## src/rtl/sw_cell_pkg.sv

```systemverilog
package sw_cell_pkg;

    localparam int SCORE_W   = 16;
    localparam int SUB_W     = 8;
    localparam int ADDR_W    = 5;
    localparam int LUT_DEPTH = 1 << ADDR_W;

    typedef logic signed [SCORE_W-1:0] score_t;
    typedef logic signed [SUB_W-1:0]   sub_t;
    typedef logic [ADDR_W-1:0]         sym_t;

    // Result of the lookup stage, consumed by the scoring stage.
    typedef struct packed {
        logic   first;
        sym_t   sym;
        score_t gap_row;   // new E of this step
        score_t diag_sum;  // diagonal H plus substitution score
        score_t max_in;    // running maximum from the left
    } front_t;

    // Registered result handed to the right neighbour.
    typedef struct packed {
        logic   first;
        sym_t   sym;
        score_t h;
        score_t e;
        score_t best;
    } cell_out_t;

    // Clamp a one-bit-wider signed value to the score range.
    function automatic score_t clamp_wide(input logic signed [SCORE_W:0] s);
        if (s[SCORE_W] != s[SCORE_W-1])
            return s[SCORE_W] ? {1'b1, {(SCORE_W-1){1'b0}}}
                              : {1'b0, {(SCORE_W-1){1'b1}}};
        return s[SCORE_W-1:0];
    endfunction

    function automatic score_t sat_add(input score_t a, input score_t b);
        logic signed [SCORE_W:0] s;
        s = $signed({a[SCORE_W-1], a}) + $signed({b[SCORE_W-1], b});
        return clamp_wide(s);
    endfunction

    function automatic score_t sat_sub(input score_t a, input score_t b);
        logic signed [SCORE_W:0] s;
        s = $signed({a[SCORE_W-1], a}) - $signed({b[SCORE_W-1], b});
        return clamp_wide(s);
    endfunction

    function automatic score_t widen_sub(input sub_t v);
        return {{(SCORE_W-SUB_W){v[SUB_W-1]}}, v};
    endfunction

    function automatic score_t smax(input score_t a, input score_t b);
        return (a > b) ? a : b;
    endfunction

endpackage

```

## src/rtl/sw_sub_lut.sv

```systemverilog
module sw_sub_lut
    import sw_cell_pkg::*;
(
    input  logic   clk,
    input  logic   rst,
    input  logic   wr_en,
    input  sym_t   wr_addr,
    input  sub_t   wr_data,
    input  sym_t   rd_addr,
    output score_t rd_score
);

    sub_t entries [LUT_DEPTH];

    always_ff @(posedge clk) begin
        if (rst) begin
            for (int k = 0; k < LUT_DEPTH; k++) entries[k] <= '0;
        end else if (wr_en) begin
            entries[wr_addr] <= wr_data;
        end
    end

    // Asynchronous read so that lookup and diagonal add share one cycle.
    assign rd_score = widen_sub(entries[rd_addr]);

endmodule

```

## src/rtl/sw_front_stage.sv

```systemverilog
module sw_front_stage
    import sw_cell_pkg::*;
(
    input  logic   clk,
    input  logic   rst,
    input  logic   in_valid,
    input  logic   in_first,
    input  sym_t   in_sym,
    input  score_t in_h,
    input  score_t in_e,
    input  score_t in_max,
    input  score_t sub_score,
    input  score_t pen_open,
    input  score_t pen_ext,
    output logic   front_valid,
    output front_t front_q
);

    score_t diag_q;      // left H of the previous valid step
    score_t diag_base;
    front_t front_d;

    always_comb begin
        diag_base        = in_first ? '0 : diag_q;
        front_d.first    = in_first;
        front_d.sym      = in_sym;
        front_d.gap_row  = smax(sat_sub(in_h, pen_open), sat_sub(in_e, pen_ext));
        front_d.diag_sum = sat_add(diag_base, sub_score);
        front_d.max_in   = in_max;
    end

    always_ff @(posedge clk) begin
        if (rst) begin
            front_valid <= 1'b0;
            front_q     <= '0;
            diag_q      <= '0;
        end else begin
            front_valid <= in_valid;
            if (in_valid) begin
                front_q <= front_d;
                diag_q  <= in_h;
            end
        end
    end

endmodule

```

## src/rtl/sw_score_stage.sv

```systemverilog
module sw_score_stage
    import sw_cell_pkg::*;
(
    input  logic      clk,
    input  logic      rst,
    input  logic      front_valid,
    input  front_t    front_q,
    input  score_t    pen_open,
    input  score_t    pen_ext,
    output logic      cell_valid,
    output cell_out_t cell_q
);

    score_t h_q;         // own H of the previous step (upper H)
    score_t f_q;         // own F of the previous step (upper F)
    score_t best_q;      // own running maximum
    score_t up_h, up_f, prev_best;
    score_t f_new, h_new, best_new;

    always_comb begin
        up_h      = front_q.first ? '0 : h_q;
        up_f      = front_q.first ? '0 : f_q;
        prev_best = front_q.first ? '0 : best_q;
        f_new     = smax(sat_sub(up_h, pen_open), sat_sub(up_f, pen_ext));
        h_new     = smax(smax('0, front_q.gap_row), smax(f_new, front_q.diag_sum));
        best_new  = smax(smax(prev_best, h_new), front_q.max_in);
    end

    always_ff @(posedge clk) begin
        if (rst) begin
            cell_valid <= 1'b0;
            cell_q     <= '0;
            h_q        <= '0;
            f_q        <= '0;
            best_q     <= '0;
        end else begin
            cell_valid <= front_valid;
            if (front_valid) begin
                h_q          <= h_new;
                f_q          <= f_new;
                best_q       <= best_new;
                cell_q.first <= front_q.first;
                cell_q.sym   <= front_q.sym;
                cell_q.h     <= h_new;
                cell_q.e     <= front_q.gap_row;
                cell_q.best  <= best_new;
            end
        end
    end

endmodule

```

## src/rtl/sw_affine_cell.sv

```systemverilog
module sw_affine_cell
    import sw_cell_pkg::*;
(
    input  logic               clk,
    input  logic               rst,
    input  logic               cfg_lut_we,
    input  logic [ADDR_W-1:0]  cfg_lut_addr,
    input  logic [SUB_W-1:0]   cfg_lut_data,
    input  logic               cfg_pen_we,
    input  logic [SCORE_W-1:0] cfg_open,
    input  logic [SCORE_W-1:0] cfg_extend,
    input  logic               in_valid,
    input  logic               in_first,
    input  logic [ADDR_W-1:0]  in_sym,
    input  logic [SCORE_W-1:0] in_h,
    input  logic [SCORE_W-1:0] in_e,
    input  logic [SCORE_W-1:0] in_max,
    output logic               out_valid,
    output logic               out_first,
    output logic [ADDR_W-1:0]  out_sym,
    output logic [SCORE_W-1:0] out_h,
    output logic [SCORE_W-1:0] out_e,
    output logic [SCORE_W-1:0] out_max
);

    score_t    pen_open_q;
    score_t    pen_ext_q;
    score_t    sub_score;
    logic      front_valid;
    front_t    front_q;
    logic      cell_valid;
    cell_out_t cell_q;

    always_ff @(posedge clk) begin
        if (rst) begin
            pen_open_q <= '0;
            pen_ext_q  <= '0;
        end else if (cfg_pen_we) begin
            pen_open_q <= cfg_open;
            pen_ext_q  <= cfg_extend;
        end
    end

    sw_sub_lut u_lut (
        .clk      (clk),
        .rst      (rst),
        .wr_en    (cfg_lut_we),
        .wr_addr  (cfg_lut_addr),
        .wr_data  (cfg_lut_data),
        .rd_addr  (in_sym),
        .rd_score (sub_score)
    );

    sw_front_stage u_front (
        .clk         (clk),
        .rst         (rst),
        .in_valid    (in_valid),
        .in_first    (in_first),
        .in_sym      (in_sym),
        .in_h        (in_h),
        .in_e        (in_e),
        .in_max      (in_max),
        .sub_score   (sub_score),
        .pen_open    (pen_open_q),
        .pen_ext     (pen_ext_q),
        .front_valid (front_valid),
        .front_q     (front_q)
    );

    sw_score_stage u_score (
        .clk         (clk),
        .rst         (rst),
        .front_valid (front_valid),
        .front_q     (front_q),
        .pen_open    (pen_open_q),
        .pen_ext     (pen_ext_q),
        .cell_valid  (cell_valid),
        .cell_q      (cell_q)
    );

    assign out_valid = cell_valid;
    assign out_first = cell_q.first;
    assign out_sym   = cell_q.sym;
    assign out_h     = cell_q.h;
    assign out_e     = cell_q.e;
    assign out_max   = cell_q.best;

endmodule

```

## config.mk

```make
export PLATFORM = sky130hd
export DESIGN_NAME = sw_affine_cell
export DESIGN_NICKNAME = d
export VERILOG_FILES = /design/src/rtl/sw_cell_pkg.sv /design/src/rtl/sw_sub_lut.sv /design/src/rtl/sw_front_stage.sv /design/src/rtl/sw_score_stage.sv /design/src/rtl/sw_affine_cell.sv
export SDC_FILE = /design/constraint.sdc
export NUM_CORES = 1
export LEC_CHECK = 0
export BUFFER_PORTS_ARGS = -buffer_cell sky130_fd_sc_hd__buf_2
export CAP_MARGIN = 10
export CORE_ASPECT_RATIO = 0.5
export CORE_UTILIZATION = 40
export CTS_CLUSTER_DIAMETER = 80
export DETAILED_ROUTE_END_ITERATION = 10
export GPL_TIMING_DRIVEN = 0
export HOLD_SLACK_MARGIN = 0.08
export PLACE_DENSITY = 0.54
export SLEW_MARGIN = 5
export SYNTH_ARGS = -nofsm -noshare
export SYNTH_HDL_FRONTEND = slang
export SYNTH_SLANG_ARGS = --single-unit
```

## constraint.sdc

```tcl
create_clock -name clk -period 31.1 [get_ports clk]
set_input_delay 6.22 -clock clk [delete_from_list [all_inputs] [get_ports clk]]
set_output_delay 6.22 -clock clk [all_outputs]
set_load 0.01 [all_outputs]
```

==> summary.md <==
| Metric | Value |
|---|---|
| DRC | `0` |
| Worst-Margin Slew | `1.21 ns` |
| Final Setup Violations | `0` |
| Max-Cap Viols | `0` |
| Synth Net Count | `2,736` |
| # port buffers | `151` |
| Arrival time at the worst endpoint | `18.04 ns` |
| Post-DRT Antenna Nets | `0` |
| Worst path required time | `31.55 ns` |
| Fmax | `56.9 MHz` |
| DIE AREA | `0.0658 mm^2` |
| Number of global-route vias before repair | `18,437` |
| CTS tree | `done` |
| Clk root buf | `clkbuf_16` |
| CTS Buf Count | `43` |
| Worst setup EP type | `flop` |
| Detailed placement HPWL | `60,700 um` |
| Main synth FF type | `edfxtp_1` |
| CP Max Fanout | `10` |
| Ys Warns | `0` |
| Yosys reg bits | `430` |
| CTS clk-pin slew, worst paths | `0.06 ns` |
| Tcrit/Tclk final | `0.566` |
| Number of cells produced by synthesis | `2,445` |
| Drt pass-1 iters | `6` |
| Worst-Skew Late Latency | `0.61 ns` |
| GP Congestion | `0.918` |
| Sequential share of the synthesized area | `0.432` |
| Routed len/inst | `22.5 um` |
| Die width | `362 um` |
| Nets | `2,932` |
| Post-Syn Area | `0.0259 mm^2` |
| Vias | `19,052` |
| Post-synth EDFFs | `256` |
| CP max stage delay | `0.72 ns` |
| Core Region | `0.0635 mm^2` |
| Via/cell ratio | `5.37` |
| CTS max path bufs | `3` |
| Max Slew Vio Count | `0` |
| Synth-to-Final Area Change | `12.7%` |
| Hold Vio Cnt, Final | `0` |
| Fraction of layout cells with a size suffix above 1 | `0.145` |
| Initial core utilization | `0.408` |
| Post-CTS Hold Fix Bufs | `0` |
| Average size of a mapped cell | `10.6 um^2` |
| GRT Total Usage | `0.242` |
| Max_slew headroom | `0.192` |
| Async set or reset register ratio after synthesis | `0` |
| Post-CTS setup buffers | `0` |
| Hold WC Path Type | `flop to flop` |
| R2r startpoint | `u_front.front_q[53]` |
| Min cycle time layout | `17.59 ns` |
| DR iter-0 viols | `1,529` |
| Overflow after GRT | `0` |
| Largest net degree at the start of global routing | `16` |
| Die Y | `182 um` |
| Clk_skew | `0.0284 ns` |
| Setup_tns | `0 ns` |
| Unrepaired setup endpoints after global routing | `no` |
| Post-CTS sizing | `0` |
| Critical path startpoint | `u_front.front_q[53]` |
| Ant diodes | `0` |
| Row count | `65` |
| I/O Pins | `159` |
| Critical path's slowest cell | `a211oi_1` |
| Startpoint Class | `flop` |
| Status | `complete, no violations` |
| Kind of critical path | `flop to flop` |
| H-Tree Depth | `2` |
| Clock Sinks | `430` |
| Hold Crit Start | `u_score.f_q[2]` |
| First-pass GRT wire length | `118,000 um` |
| Yosys cell types | `85` |
| Routed WL | `79,900 um` |
| Initial antenna violation count | `2` |
[synth_stat cells (all sizes together), types with 14 or more instances]
library cell,n,area share
nor2,265,0.038
and2,262,0.063
edfxtp,256,0.30
ha,182,0.088
dfxtp,174,0.13
mux2i,139,0.054
inv,135,0.020
a21oi,111,0.021
clkbuf,98,0.014
nand2,91,0.013
mux4,80,0.070
o21ai,79,0.016
nor2b,75,0.018
or2,39,0.0094
a211oi,35,0.010
a21o,34,0.0099
o21a,34,0.0099
xnor2,33,0.011
nor3,27,0.0052
xor2,27,0.0091
nand3,24,0.0051
buf,22,0.0045
nand4,21,0.0051
a21boi,16,0.0046
o221ai,16,0.0081
a31oi,15,0.0050
maj3,15,0.0058
nand2b,14,0.0034
[registers in the layout, summed over array words and instances (netlist names)]
register / count
u_score.cell_valid: 1
u_front.front_valid: 1
pen_ext_q: 16
u_lut.entries: 256
u_score.f_q: 16
u_score.cell_q: 54
u_front.front_q: 54
pen_open_q: 16
u_front.diag_q: 16
[logic make-up after synthesis]
group / count (synthesis) / share of synthesized area
AO/OA/AOI/OAI: 409 / 0.111
XOR/XNOR: 60 / 0.0203
adder cells (fa/ha/maj): 202 / 0.0976
buffers and inverters: 255 / 0.0383
flip-flops: 430 / 0.432
multiplexers: 231 / 0.129
other: 1 / 0.000145
AND/OR/NAND/NOR: 857 / 0.173
[metrics by stage]
step           cell area [um^2]  setup slack, ns  utilization  hold WS, ns  std cells
5_1_grt                   29200            12.17        0.459        0.507       3547
4_1_cts                   29200            13.79        0.459        0.489       3547
3_5_place_dp              27700            13.80        0.437        0.476       3467
3_3_place_gp              27700            13.81        0.437        0.466       3467
6_report                  29200            13.51        0.459        0.489       3547
2_1_floorplan             25900            17.50            -        0.452       2445
[layer usage]
| layer | vias up | GRT usage | wire [um] |
|---|---|---|---|
| met1 | 9300 | 0.339 | 36800 |
| met2 | 495 | 0.393 | 36800 |
| met5 | - | 0 | 19 |
| li1 | 9152 | - | - |
| met3 | 103 | 0.0358 | 4450 |
| met4 | 2 | 0.0573 | 1900 |
[final cells by class]
cell class	instances	area, um^2
repair buffers	151	756
inverters	135	507
multi-input cells	1760	13700
clock buffers	60	1220
fillers	5989	34300
well taps	871	1090
flip-flops and latches	430	11200
clock inverters	20	231
plain buffers	120	484
[path summary, 6_finish.rpt]
kind	slack (ns)	depth (start not counted)	endpoint
setup / recovery	13.51	71	u_score.cell_q[6]
hold / removal	0.49	2	u_score.f_q[2]
setup reg to reg	13.51	71	u_score.cell_q[6]
hold reg to reg	0.49	2	u_score.f_q[2]
[cell usage in the layout (no fill, tap or decap), types with 37 or more instances in the layout]
cell       Yosys  layout
nor2b_1       75      75
clkbuf_1      98     108
mux4_2        80      80
a21oi_1      111     111
edfxtp_1     256     256
or2_2         37      37
nor2_1       265     265
and2_1       262     262
o21ai_0       71      71
clkbuf_16      0      44
ha_1         182     182
buf_2          3     154
nand2_1       89      89
inv_1        135     135
mux2i_1      139     139
dfxtp_1      174     174
[worst max-delay path: cells and delay by family, from the launching register on]
family / cells / cell delay (ns)
flip-flops: 1 / 0.33
adder cells (fa/ha/maj): 7 / 2.32
XOR/XNOR: 1 / 0.22
multiplexers: 2 / 0.76
buffers and inverters: 11 / 3.82
AND/OR/NAND/NOR: 20 / 3.11
AO/OA/AOI/OAI: 30 / 6.82
Power is left out: the tool's default activity adds up to more than one toggle a clock period on the data nets, which glitch-free logic cannot reach.
